File: src/rtl/pll_calc_pkg.sv
package pll_calc_pkg;

  localparam int NUM_BANDS = 4;
  localparam int BAND_W    = $clog2(NUM_BANDS);
  localparam int COUNT_W   = 6;
  localparam int BYTE_W    = BAND_W + COUNT_W;

  typedef enum logic [1:0] {
    PDIV_1 = 2'd0,
    PDIV_2 = 2'd1,
    PDIV_4 = 2'd2,
    PDIV_8 = 2'd3
  } postdiv_e;

  // Band limits and step sizes, in 10 kHz units.
  function automatic int band_lo(input int b);
    case (b)
      0:       return 1625;
      1:       return 3250;
      2:       return 6500;
      default: return 13000;
    endcase
  endfunction

  function automatic int band_hi(input int b);
    case (b)
      0:       return 3200;
      1:       return 6400;
      2:       return 12800;
      default: return 25000;
    endcase
  endfunction

  function automatic int band_step(input int b);
    case (b)
      0:       return 25;
      1:       return 50;
      2:       return 100;
      default: return 200;
    endcase
  endfunction

endpackage

File: src/rtl/pll_band_classify.sv
module pll_band_classify
  import pll_calc_pkg::*;
#(
  parameter int FREQ_W = 16
) (
  input  logic              clk,
  input  logic              rst_n,
  input  logic [FREQ_W-1:0] freq,
  output logic              in_band,
  output logic [BAND_W-1:0] band
);

  logic [NUM_BANDS-1:0] hit;

  for (genvar b = 0; b < NUM_BANDS; b++) begin : g_win
    localparam logic [FREQ_W-1:0] LO = FREQ_W'(band_lo(b));
    localparam logic [FREQ_W-1:0] HI = FREQ_W'(band_hi(b));
    assign hit[b] = (freq >= LO) && (freq <= HI);
  end

  always_comb begin
    band = '0;
    for (int b = 0; b < NUM_BANDS; b++) begin
      if (hit[b]) band = BAND_W'(b);
    end
  end

  assign in_band = |hit;

  // band windows never overlap, so a request picks at most one band
  a_r6_band_exclusive: assert property (@(posedge clk) disable iff (!rst_n)
    $onehot0(hit));

endmodule

File: src/rtl/pll_count_round.sv
module pll_count_round
  import pll_calc_pkg::*;
#(
  parameter int FREQ_W = 16
) (
  input  logic               clk,
  input  logic               rst_n,
  input  logic [FREQ_W-1:0]  freq,
  input  logic [BAND_W-1:0]  band,
  input  logic               in_band,
  output logic [COUNT_W-1:0] count
);

  localparam int EXT_W = FREQ_W + 1;
  localparam logic [EXT_W-1:0] CNT_MAX = EXT_W'((1 << COUNT_W) - 1);

  logic [EXT_W-1:0] quo [NUM_BANDS];

  // Round-half-up to the step, then take the step index above the band floor:
  // (freq - lo + (step - step/2)) / step.
  for (genvar b = 0; b < NUM_BANDS; b++) begin : g_band
    localparam int STEP_I = band_step(b);
    localparam logic [EXT_W-1:0] LO_W   = EXT_W'(band_lo(b));
    localparam logic [EXT_W-1:0] STEP_W = EXT_W'(STEP_I);
    localparam logic [EXT_W-1:0] BIAS_W = EXT_W'(STEP_I - STEP_I / 2);
    logic [EXT_W-1:0] shifted;
    assign shifted = {1'b0, freq} - LO_W + BIAS_W;
    assign quo[b]  = shifted / STEP_W;
  end

  assign count = quo[band][COUNT_W-1:0];

  // for an in-band request the step index fits the six-bit count field
  a_r1_count_fits: assert property (@(posedge clk) disable iff (!rst_n)
    in_band |-> (quo[band] <= CNT_MAX));

endmodule

File: src/rtl/pll_postdiv_sel.sv
module pll_postdiv_sel
  import pll_calc_pkg::*;
#(
  parameter int BPP_W = 6
) (
  input  logic [BPP_W-1:0] bpp,
  input  logic             chip_div,
  output postdiv_e         sel
);

  always_comb begin
    sel = PDIV_1;
    if (chip_div) begin
      case (bpp)
        BPP_W'(8), BPP_W'(24):  sel = PDIV_8;
        BPP_W'(15), BPP_W'(16): sel = PDIV_4;
        BPP_W'(32):             sel = PDIV_2;
        default:                sel = PDIV_1;
      endcase
    end else if (bpp == BPP_W'(24)) begin
      sel = PDIV_8;
    end
  end

endmodule

File: src/rtl/pll_divcount_calc.sv
module pll_divcount_calc
  import pll_calc_pkg::*;
#(
  parameter int FREQ_W = 16,
  parameter int BPP_W  = 6
) (
  input  logic              clk,
  input  logic              rst_n,
  input  logic              in_valid,
  output logic              in_ready,
  input  logic [FREQ_W-1:0] in_freq,
  input  logic [BPP_W-1:0]  in_bpp,
  input  logic              in_chip_div,
  output logic              out_done,
  output logic [BYTE_W-1:0] out_freq_byte,
  output logic [1:0]        out_div_sel,
  output logic              out_pll_en,
  output logic              out_unsupported
);

  logic              busy;
  logic [FREQ_W-1:0] freq_q;
  logic [BPP_W-1:0]  bpp_q;
  logic              chip_div_q;
  logic              take;

  logic               hit_any;
  logic [BAND_W-1:0]  band_c;
  logic [COUNT_W-1:0] count_c;
  postdiv_e           div_c;

  assign in_ready = !busy;
  assign take     = in_valid && in_ready;

  always_ff @(posedge clk) begin
    if (!rst_n) begin
      busy       <= 1'b0;
      freq_q     <= '0;
      bpp_q      <= '0;
      chip_div_q <= 1'b0;
    end else if (take) begin
      busy       <= 1'b1;
      freq_q     <= in_freq;
      bpp_q      <= in_bpp;
      chip_div_q <= in_chip_div;
    end else begin
      busy       <= 1'b0;
    end
  end

  pll_band_classify #(.FREQ_W(FREQ_W)) u_cls (
    .clk     (clk),
    .rst_n   (rst_n),
    .freq    (freq_q),
    .in_band (hit_any),
    .band    (band_c)
  );

  pll_count_round #(.FREQ_W(FREQ_W)) u_cnt (
    .clk     (clk),
    .rst_n   (rst_n),
    .freq    (freq_q),
    .band    (band_c),
    .in_band (hit_any),
    .count   (count_c)
  );

  pll_postdiv_sel #(.BPP_W(BPP_W)) u_div (
    .bpp      (bpp_q),
    .chip_div (chip_div_q),
    .sel      (div_c)
  );

  always_ff @(posedge clk) begin
    if (!rst_n) begin
      out_done        <= 1'b0;
      out_freq_byte   <= '0;
      out_div_sel     <= 2'd0;
      out_pll_en      <= 1'b0;
      out_unsupported <= 1'b0;
    end else begin
      out_done <= busy;
      if (busy) begin
        if (hit_any) begin
          out_freq_byte   <= {band_c, count_c};
          out_div_sel     <= div_c;
          out_pll_en      <= 1'b1;
          out_unsupported <= 1'b0;
        end else begin
          out_unsupported <= 1'b1;
        end
      end
    end
  end

  // an accepted request stalls the input for a cycle, then completes
  a_r10_accept_done: assert property (@(posedge clk) disable iff (!rst_n)
    (in_valid && in_ready) |=> (!in_ready ##1 out_done));

  // the completion marker lasts one cycle
  a_r10_done_pulse: assert property (@(posedge clk) disable iff (!rst_n)
    out_done |=> !out_done);

  // an out-of-band result keeps the previous settings
  a_r6_hold_settings: assert property (@(posedge clk) disable iff (!rst_n)
    (out_done && out_unsupported) |-> ($stable(out_freq_byte) && $stable(out_div_sel)));

  // any supported result leaves the PLL enabled
  a_r9_pll_enabled: assert property (@(posedge clk) disable iff (!rst_n)
    (out_done && !out_unsupported) |-> out_pll_en);

  // the band field of a fresh supported result matches the classifier
  a_r1_band_field: assert property (@(posedge clk) disable iff (!rst_n)
    (out_done && !out_unsupported) |-> (out_freq_byte[BYTE_W-1:COUNT_W] == band_c));

endmodule

File: config.mk
export PLATFORM = sky130hd
export DESIGN_NAME = pll_divcount_calc
export DESIGN_NICKNAME = d
export VERILOG_FILES = /design/src/rtl/pll_calc_pkg.sv /design/src/rtl/pll_band_classify.sv /design/src/rtl/pll_count_round.sv /design/src/rtl/pll_postdiv_sel.sv /design/src/rtl/pll_divcount_calc.sv
export SDC_FILE = /design/constraint.sdc
export NUM_CORES = 1
export LEC_CHECK = 0
export BUFFER_PORTS_ARGS = -buffer_cell sky130_fd_sc_hd__clkbuf_2
export CORE_MARGIN = 4
export CORE_UTILIZATION = 30
export CTS_BUF_LIST = sky130_fd_sc_hd__clkbuf_4
export DETAILED_ROUTE_END_ITERATION = 10
export GPL_TIMING_DRIVEN = 0
export HOLD_SLACK_MARGIN = 0.12
export PLACE_DENSITY_LB_ADDON = 0.1
export SLEW_MARGIN = 20
export SYNTH_ARGS = -nofsm -noshare
export SYNTH_HDL_FRONTEND = slang
export SYNTH_HIERARCHICAL = 1
export SYNTH_SLANG_ARGS = --single-unit
File: constraint.sdc
create_clock -name clk -period 9.81 [get_ports clk]
set_clock_uncertainty 0.05 [all_clocks]
set_input_delay 0.4905 -clock clk [delete_from_list [all_inputs] [get_ports clk]]
set_output_delay 0.4905 -clock clk [all_outputs]
set_load 0.01 [all_outputs]
Word level (Yosys, flattened, before mapping)
Index checks and enable logic that the tools add are counted.
- register bits after elaboration: 37
- logic and storage cells: 57
- bits of input ports: 26
- output and inout port bits: 14
- divide/modulo/power cells: 4
- reductions and logical operators: 10
- bitwise operators: 1
- add/sub/neg operators: 8
- multiplexer cells: 11
- magnitude comparators: 9
- equality and inequality tests: 5
- operators by type and width (kind ; count):
    17-bit binary-select mux with 2-bit select ; 1
    17-bit by 4-bit adder with 17-bit output, second input constant ; 1
    17-bit by 5-bit adder with 17-bit output, second input constant ; 1
    17-bit by 6-bit adder with 17-bit output, second input constant ; 1
    17-bit by 7-bit adder with 17-bit output, second input constant ; 1
    17-bit by 5-bit divider with 17-bit output, second input constant ; 1
    17-bit by 6-bit divider with 17-bit output, second input constant ; 1
    17-bit by 7-bit divider with 17-bit output, second input constant ; 1
    17-bit by 8-bit divider with 17-bit output, second input constant ; 1
    16-bit by 11-bit subtractor with 17-bit output, second input constant ; 1
    16-bit by 12-bit subtractor with 17-bit output, second input constant ; 1
    16-bit by 13-bit subtractor with 17-bit output, second input constant ; 1
    16-bit by 14-bit subtractor with 17-bit output, second input constant ; 1
    16-bit by 11-bit greater-or-equal comparator with 1-bit output, second input constant ; 1
    16-bit by 12-bit greater-or-equal comparator with 1-bit output, second input constant ; 1
    16-bit by 13-bit greater-or-equal comparator with 1-bit output, second input constant ; 1
    16-bit by 14-bit greater-or-equal comparator with 1-bit output, second input constant ; 1
    16-bit by 12-bit <= comparator with 1-bit output, second input constant ; 1
    16-bit by 13-bit <= comparator with 1-bit output, second input constant ; 1
    16-bit by 14-bit <= comparator with 1-bit output, second input constant ; 1
    16-bit by 15-bit <= comparator with 1-bit output, second input constant ; 1
    6-bit by 4-bit equality test with 1-bit output, second input constant ; 2
    6-bit by 5-bit equality test with 1-bit output, second input constant ; 2
    6-bit two-way mux ; 2
    11 further kinds ; 21

Longest topological paths before layout
Gate-level depths: netlist (run 1).
- depth in word-level cells: 9
- depth in mapped cells: 48
- depth with buffers taken out: 39

By module
The synthesis (run 1) kept the hierarchy.
- by module, submodules not included (module ; cells an instance ; seq. area each (um^2) ; area an instance (um^2) ; instances):
    pll_count_round ; 2279 ; 0.0 ; 15627.5 ; 1
    pll_divcount_calc ; 158 ; 740.7 ; 1422.6 ; 1
    pll_band_classify ; 52 ; 0.0 ; 339.1 ; 1
    pll_postdiv_sel ; 10 ; 0.0 ; 76.3 ; 1

Worst setup path after synthesis (run 1)
Ideal clock, no wire load.
- kind: register -> register
- from: register freq_q[2]
- to: register out_freq_byte[0]
- data arrival time: 10.324 ns
- cell stages (with the launch flop): 41
- path slack: -0.687 ns
- path buffers: 2
- cells stage by stage: dfxtp_1 -> buf_2 -> clkinv_1 -> ha_1 -> nor2_1 -> nand3b_2 -> or4_1 -> and3_4 -> a21o_1 -> o311a_4 -> xnor2_2 -> or4_1 -> a31o_1 -> nor2_2 -> a22o_2 -> o21ai_2 -> or3_1 -> o311a_1 -> [5 not listed] -> or3_1 -> o32ai_4 -> o31ai_2 -> nand2_1 -> mux2_4 -> a22o_2 -> xnor2_4 -> nor4b_4 -> nor3_4 -> xnor2_1 -> ha_1 -> a32oi_1 -> and4_1 -> and2_1 -> a311oi_1 -> a41oi_1 -> nand4_1 -> o21ai_0
- cells in the longest elaborated chain, start to end: 9
- elaborated cells between the ends (all ways): 33
- classes of those cells: add/sub (8); div (4); order compare (8); mux (6); bitwise (1); reduce/logical (6)
- RTL lines (what ; line ; source):
    start: declaration ; pll_divcount_calc.sv:22 ; logic [FREQ_W-1:0] freq_q;
    start signal: assignment ; pll_divcount_calc.sv:43 ; freq_q <= in_freq;
    branches (longest 6 deep; another with 16-bit by 14-bit subtractor with 17-bit output) ; n/a ;
    17-bit binary-select mux with 2-bit select (*) ; pll_count_round.sv:31 ; assign count = quo[band][COUNT_W-1:0];
    6-bit two-way mux (implied by the code) (*) (2 in series) ; pll_count_round.sv:31 ;
    via count_c[0] ; pll_divcount_calc.sv:29 ; logic [COUNT_W-1:0] count_c;
    end signal: assignment ; pll_divcount_calc.sv:85 ; out_freq_byte <= {band_c, count_c};
    end: declaration ; pll_divcount_calc.sv:15 ; output logic [BYTE_W-1:0] out_freq_byte,
Mark *: on every way through the listed nets, which the timed path passes. The select of a mux whose other input is x is not followed.
A chain may end at the register's enable or synchronous reset.

Final worst setup path (run 1)
Same ends and word-level chain as after synthesis.

==> impl_metrics.py, run 1 <==
metrics = {
    "floorplan": {
        "dieArea_um2": 62100,
        "ioPinCount": 40,
        "rows": 88,
        "die_w_um": 249,
        "core_area_um2": 57700,
        "initial_core_util": 0.303,
        "dieHeight_um": 249,
    },
    "critical_path": {
        "cp_max_fo": 14,
        "critPathSlowestCell": "dfxtp_4",
        "slowest_delay_ps": 440,
        "critPathKind": "reg -> reg",
        "cp_common_cell": "buf_4",
        "cp_data_arrival_time_ps": 11000,
        "required_ps": 10000,
        "end_kind": "register",
        "start_kind": "register",
    },
    "sta": {
        "period_needed_ps": 10810,
        "worst_slew_pin_slew_ps": 1150,
        "setup_violations": 3,
        "hold_viol": 0,
        "period_share": 1.10,
        "fin_ws_ps": -995,
        "rsz0062_at_grt": "yes",
        "slew-limit-headroom": 0.227,
        "timing.fmax_mhz": 92.5,
        "finalMaxSlewViolations": 0,
    },
    "detailed_routing": {
        "first_pass_iters": 6,
        "vias": 22119,
        "wire_per_inst_um": 21.4,
        "routed_wl_mm": 77.2,
        "vias_per_cell": 6.12,
        "drc_errors": 0,
        "initialDrtViolationCount": 1605,
        "ant_nets": 0,
    },
    "yosys": {
        "synth_enable_flop_cells": 0,
        "yosysWarnings": 6,
        "mappedNetlistArea_um2": 17500,
        "synth-seq-cells": 37,
        "yosysSeqAreaShare": 0.0424,
        "async_reset_ff_frac": 0,
        "synth_cells": 2499,
        "syn_nets": 2545,
        "syn_area_per_cell_um2": 6.99,
        "synth-main-ff-cell": "dfxtp_1",
        "synth_cell_types": 160,
    },
    "placed_design": {
        "hpwl_mm": 56.6,
        "place_inst": 3302,
        "gp_congestion": 0.904,
        "port_buffers": 38,
        "dp_slack_ps": -3500,
    },
    "final_layout": {
        "nNetsFinal": 2896,
        "nFillCells": 5903,
        "area_growth_pct": 43.3,
        "fin_cells": 3615,
        "num_antenna_cells": 0,
        "utilization": 0.434,
        "drive_above_1_share": 0.384,
    },
    "status": {
        "violations": "negative setup slack",
        "run_status": "finished, violations left",
    },
    "cts": {
        "clkTransAtPathRegs_ps": 120,
        "htreeDepth": 2,
        "cts_buffers": 5,
        "cts_sinks": 37,
        "cts_buffer_depth": 2,
        "cts_tree": "built",
        "clk_latency_ps": 350,
        "cts_root_buffer": "clkbuf_4",
    },
    "grt": {
        "grt_util_all_layers": 0.226,
        "grt_overflow_total": 0,
        "grt.busiest_layer": "met2",
        "global_route.usage.met3": 0.00971,
        "antenna_found_initial": 1,
        "grtUsageMet1": 0.304,
        "grt_max_degree": 18,
        "use_met2": 0.401,
        "grt_pass1_wl_mm": 119,
        "first_global_vias": 21146,
    },
    "hold_path": {
        "hold_class": "in -> reg",
    },
    "run": {
        "maxCapViolations": 0,
    },
}
-- final cells by class --
| cell class | count | area, µm² | area share |
|---|---|---|---|
| clock inverters | 2 | 11.3 | 0.000450 |
| repair buffers | 355 | 2720 | 0.109 |
| inverters | 43 | 193 | 0.00770 |
| multi-input cells | 2297 | 19400 | 0.776 |
| plain buffers | 111 | 913 | 0.0365 |
| flip-flops and latches | 37 | 778 | 0.0311 |
| clock buffers | 5 | 37.5 | 0.00150 |
| well taps | 765 | 957 | 0.0382 |
-- cell usage after synthesis (38+ instances only) --
| master | count | area [µm²] |
|---|---|---|
| o211ai_1 | 45 | 338 |
| a21oi_1 | 153 | 766 |
| o21ai_0 | 126 | 631 |
| nor2_1 | 223 | 837 |
| buf_2 | 38 | 190 |
| nor3_1 | 98 | 490 |
| nand2_1 | 249 | 935 |
| xnor2_1 | 133 | 1160 |
| and2_1 | 54 | 338 |
| a211oi_1 | 41 | 308 |
| nand4_1 | 44 | 275 |
| a31oi_1 | 44 | 275 |
| nand3_1 | 100 | 500 |
| or3_1 | 41 | 257 |
| mux2i_1 | 52 | 521 |
-- final timing paths --
path                    startpoint          endpoint  slack [ps]  depth (start not counted)
setup / recovery         freq_q[2]  out_freq_byte[0]       -1000                         51
hold / removal         in_freq[13]        freq_q[13]         290                          3
setup reg to reg         freq_q[2]  out_freq_byte[0]       -1000                         51
hold reg to reg   out_freq_byte[6]  out_freq_byte[6]         420                          2
-- state kept, by name, summed over array words and instances, names as in the netlist, 2 cells and up --
signal,cells
freq_q,16
bpp_q,6
out_div_sel,2
out_freq_byte,8
-- cells in the final DEF (no fill, tap or decap), drive strengths merged, types with 55 or more instances in the layout --
| cell | synthesis | routed |
|---|---|---|
| nand2 | 251 | 251 |
| clkbuf | 38 | 73 |
| nor3 | 107 | 107 |
| o21ai | 175 | 175 |
| a21oi | 163 | 163 |
| nand3 | 100 | 100 |
| mux2i | 55 | 55 |
| xnor2 | 143 | 143 |
| and2 | 55 | 55 |
| nor2 | 232 | 232 |
| buf | 81 | 394 |
-- cells by family after synthesis --
group	after synthesis	share of synthesized area
AO/OA/AOI/OAI	934	0.415
XOR/XNOR	181	0.0961
adder cells (fa/ha/maj)	24	0.0167
buffers and inverters	165	0.0529
flip-flops	37	0.0424
multiplexers	82	0.0537
AND/OR/NAND/NOR	1076	0.323
-- through the flow --
stage	instance area (µm²)	TNS [ps]	hold slack, ps
final	25000	-1920	288
after detailed placement	18900	-10110	405
after global placement	18900	-9450	399
after global routing	25000	-2990	296
after floorplan	17800	-32.9	393
after CTS	23300	-1420	274
-- layer usage --
layer / vias up / wire [µm]
met5: - / 10
met1: 10943 / 34800
li1: 10432 / -
met2: 616 / 37800
met3: 126 / 2600
met4: 2 / 2000
-- critical path, delay by kind of cell (launching register included) --
family	cells	cell delay [ps]
flops	1	440
mux	1	350
simple gates	13	2580
buf+inv	14	2090
compound gates	22	4960
fa+ha+maj	1	200
-- repair_timing --
item / in CTS / in global routing
setup buffers: 202 / 111
hold buffers: 0 / 0
pin swaps: 183 / 145
cloned: 4 / 0
endpoints found under the setup margin: 5 / 3
resized for setup: 496 / 190
Power of run 1 is left out: the tool's default activity adds up to more than one toggle a clock period on the data nets, which glitch-free logic cannot reach.
==> run 2, diff against run 1 <==
--- a/config.mk
+++ b/config.mk
@@ -6,13 +6,13 @@
 export NUM_CORES = 1
 export LEC_CHECK = 0
 export BUFFER_PORTS_ARGS = -buffer_cell sky130_fd_sc_hd__clkbuf_2
-export CORE_MARGIN = 4
 export CORE_UTILIZATION = 30
 export CTS_BUF_LIST = sky130_fd_sc_hd__clkbuf_4
 export DETAILED_ROUTE_END_ITERATION = 10
 export GPL_TIMING_DRIVEN = 0
 export HOLD_SLACK_MARGIN = 0.12
 export PLACE_DENSITY_LB_ADDON = 0.1
+export RECOVER_POWER = 25
 export SLEW_MARGIN = 20
 export SYNTH_ARGS = -nofsm -noshare
 export SYNTH_HDL_FRONTEND = slang
==> constraint.sdc (replaced) <==
create_clock -name clk -period 10.02 [get_ports clk]
set_clock_uncertainty 0.05 [all_clocks]
set_input_delay 0.501 -clock clk [delete_from_list [all_inputs] [get_ports clk]]
set_output_delay 0.501 -clock clk [all_outputs]
set_load 0.01 [all_outputs]
==> run 2 against run 1 <==
Compared with the run above:
- the run still ends with negative setup slack left
- maximum frequency is essentially flat
- count of clock-buffer cells in the layout is 3 higher
- worst setup slack better by 210 ps
- critical path depth shrank 4
- hold slack better by 39 ps
- die area down 4.8%
- critical endpoint unchanged
- non-clock buffer count fell by 10
- largest cell class unchanged
- routed wire length down 2.4%
- sequential cell count unchanged
- first-iteration DRC count is 21% higher
- final cell count fell by 0.19%
- sequential share of layout area about the same
==> impl_metrics.py, run 2 (synthesized netlist as in run 1, its figures left out) <==
metrics = {
    "floorplan": {
        "core_area_um2": 57600,
        "initial_core_util": 0.303,
        "rows": 88,
        "dieArea_um2": 59200,
        "ioPinCount": 40,
        "die_w_um": 243,
        "dieHeight_um": 243,
    },
    "cts": {
        "clk_latency_ps": 340,
        "ctsHoldBuffers": 0,
        "cts_root_buffer": "clkbuf_4",
        "cts_tree": "built",
        "clkTransAtPathRegs_ps": 100,
        "htreeDepth": 2,
        "cts_buffer_depth": 2,
        "cts_buffers": 5,
        "cts_sinks": 37,
    },
    "critical_path": {
        "slowest_delay_ps": 540,
        "cp_common_cell": "buf_6",
        "start_kind": "register",
        "r2r_slack_ps": -780,
        "cp_data_arrival_time_ps": 10990,
        "cp_max_fo": 10,
        "critPathKind": "reg -> reg",
        "critPathSlowestCell": "or4_4",
        "required_ps": 10210,
        "end_kind": "register",
    },
    "detailed_routing": {
        "routed_wl_mm": 75.4,
        "wire_per_inst_um": 20.9,
        "initialDrtViolationCount": 1937,
        "vias": 22022,
        "ant_nets": 0,
        "first_pass_iters": 5,
        "vias_per_cell": 6.10,
        "drc_errors": 0,
    },
    "grt": {
        "grt_overflow_total": 0,
        "first_global_vias": 20793,
        "use_met2": 0.418,
        "global_route.usage.met3": 0.00892,
        "grt_pass1_wl_mm": 117,
        "grtUsageMet1": 0.320,
        "grt.busiest_layer": "met2",
        "grt_util_all_layers": 0.238,
        "grt_max_degree": 18,
        "antenna_found_initial": 0,
    },
    "final_layout": {
        "nFillCells": 5780,
        "final_cell_mix": "buf_4 (298), nand2_1 (244), nor2_1 (194)",
        "reg_top3": "freq_q x16, out_freq_byte x8, bpp_q x6",
        "largest_register": "freq_q",
        "drive_above_1_share": 0.374,
        "largest_reg_flops": 16,
        "seqCellArea_um2": 777,
        "nNetsFinal": 2888,
        "multiInputGateArea_um2": 19100,
        "fin_area_um2": 24600,
        "final_common_cell": "buf_4",
        "num_antenna_cells": 0,
        "area_growth_pct": 40.9,
    },
    "placed_design": {
        "place_area_um2": 18800,
        "hpwl_mm": 55.3,
        "gp_congestion": 0.899,
        "port_buffers": 38,
    },
    "sta": {
        "hold_viol": 0,
        "period_needed_ps": 10800,
        "rsz0062_at_grt": "yes",
        "worst_slew_pin_slew_ps": 1350,
        "setup_violations": 3,
        "fin_ws_ps": -782,
        "slew-limit-headroom": 0.0969,
        "finalMaxSlewViolations": 0,
        "period_share": 1.08,
        "timing.fmax_mhz": 92.6,
    },
    "hold_path": {
        "hold_class": "in -> reg",
    },
    "status": {
        "violations": "negative setup slack",
        "run_status": "finished, violations left",
    },
    "run": {
        "maxCapViolations": 0,
    },
}
==> run 2: what timing repair did <==
item,in CTS,in global routing
pin swaps,153,179
endpoints found under the setup margin,5,3
gates resized for setup,419,248
setup buffers,165,139
gates cloned,3,2
==> run 2: through the flow <==
step | hold slack (ps) | setup TNS, ps | util | instances | setup WS (ps)
detailed placement | 400 | -8250 | 0.326 | 3302 | -3160
finish | 327 | -1630 | 0.427 | 3608 | -782
CTS | 306 | -1180 | 0.389 | 3472 | -614
global placement | 399 | -8420 | 0.326 | 3302 | -3190
global route | 305 | -2420 | 0.427 | 3608 | -1040
floorplan | 393 | 0 | - | 2499 | 7.95
==> run 2: worst paths after layout <==
kind | start | endpoint | cells after the start
setup / recovery | freq_q[6] | out_freq_byte[0] | 47
hold / removal | in_freq[7] | freq_q[7] | 3
setup reg to reg | freq_q[6] | out_freq_byte[0] | 47
hold reg to reg | out_freq_byte[0] | out_freq_byte[0] | 2
==> run 2: routing by layer <==
layer	vias to the layer above	share of wire
met5	-	0
met3	116	0.038
met1	10795	0.45
li1	10419	-
met2	692	0.49
met4	0	0.025
==> run 2: layout make-up <==
class	instances	area share
plain buffers	112	0.0353
clock buffers	8	0.00244
multi-input cells	2299	0.778
inverters	43	0.00762
well taps	765	0.0389
repair buffers	344	0.106
flip-flops and latches	37	0.0316
==> run 2: worst max-delay path: cells and delay by family (launching register included) <==
| kind | cells | cell delay, ps |
|---|---|---|
| AO/OA/AOI/OAI | 22 | 4820 |
| AND/OR/NAND/NOR | 10 | 2780 |
| buffers and inverters | 10 | 1560 |
| XOR/XNOR | 3 | 570 |
| multiplexers | 2 | 520 |
| flip-flops | 1 | 390 |
Power of run 2 is left out for the same reason.
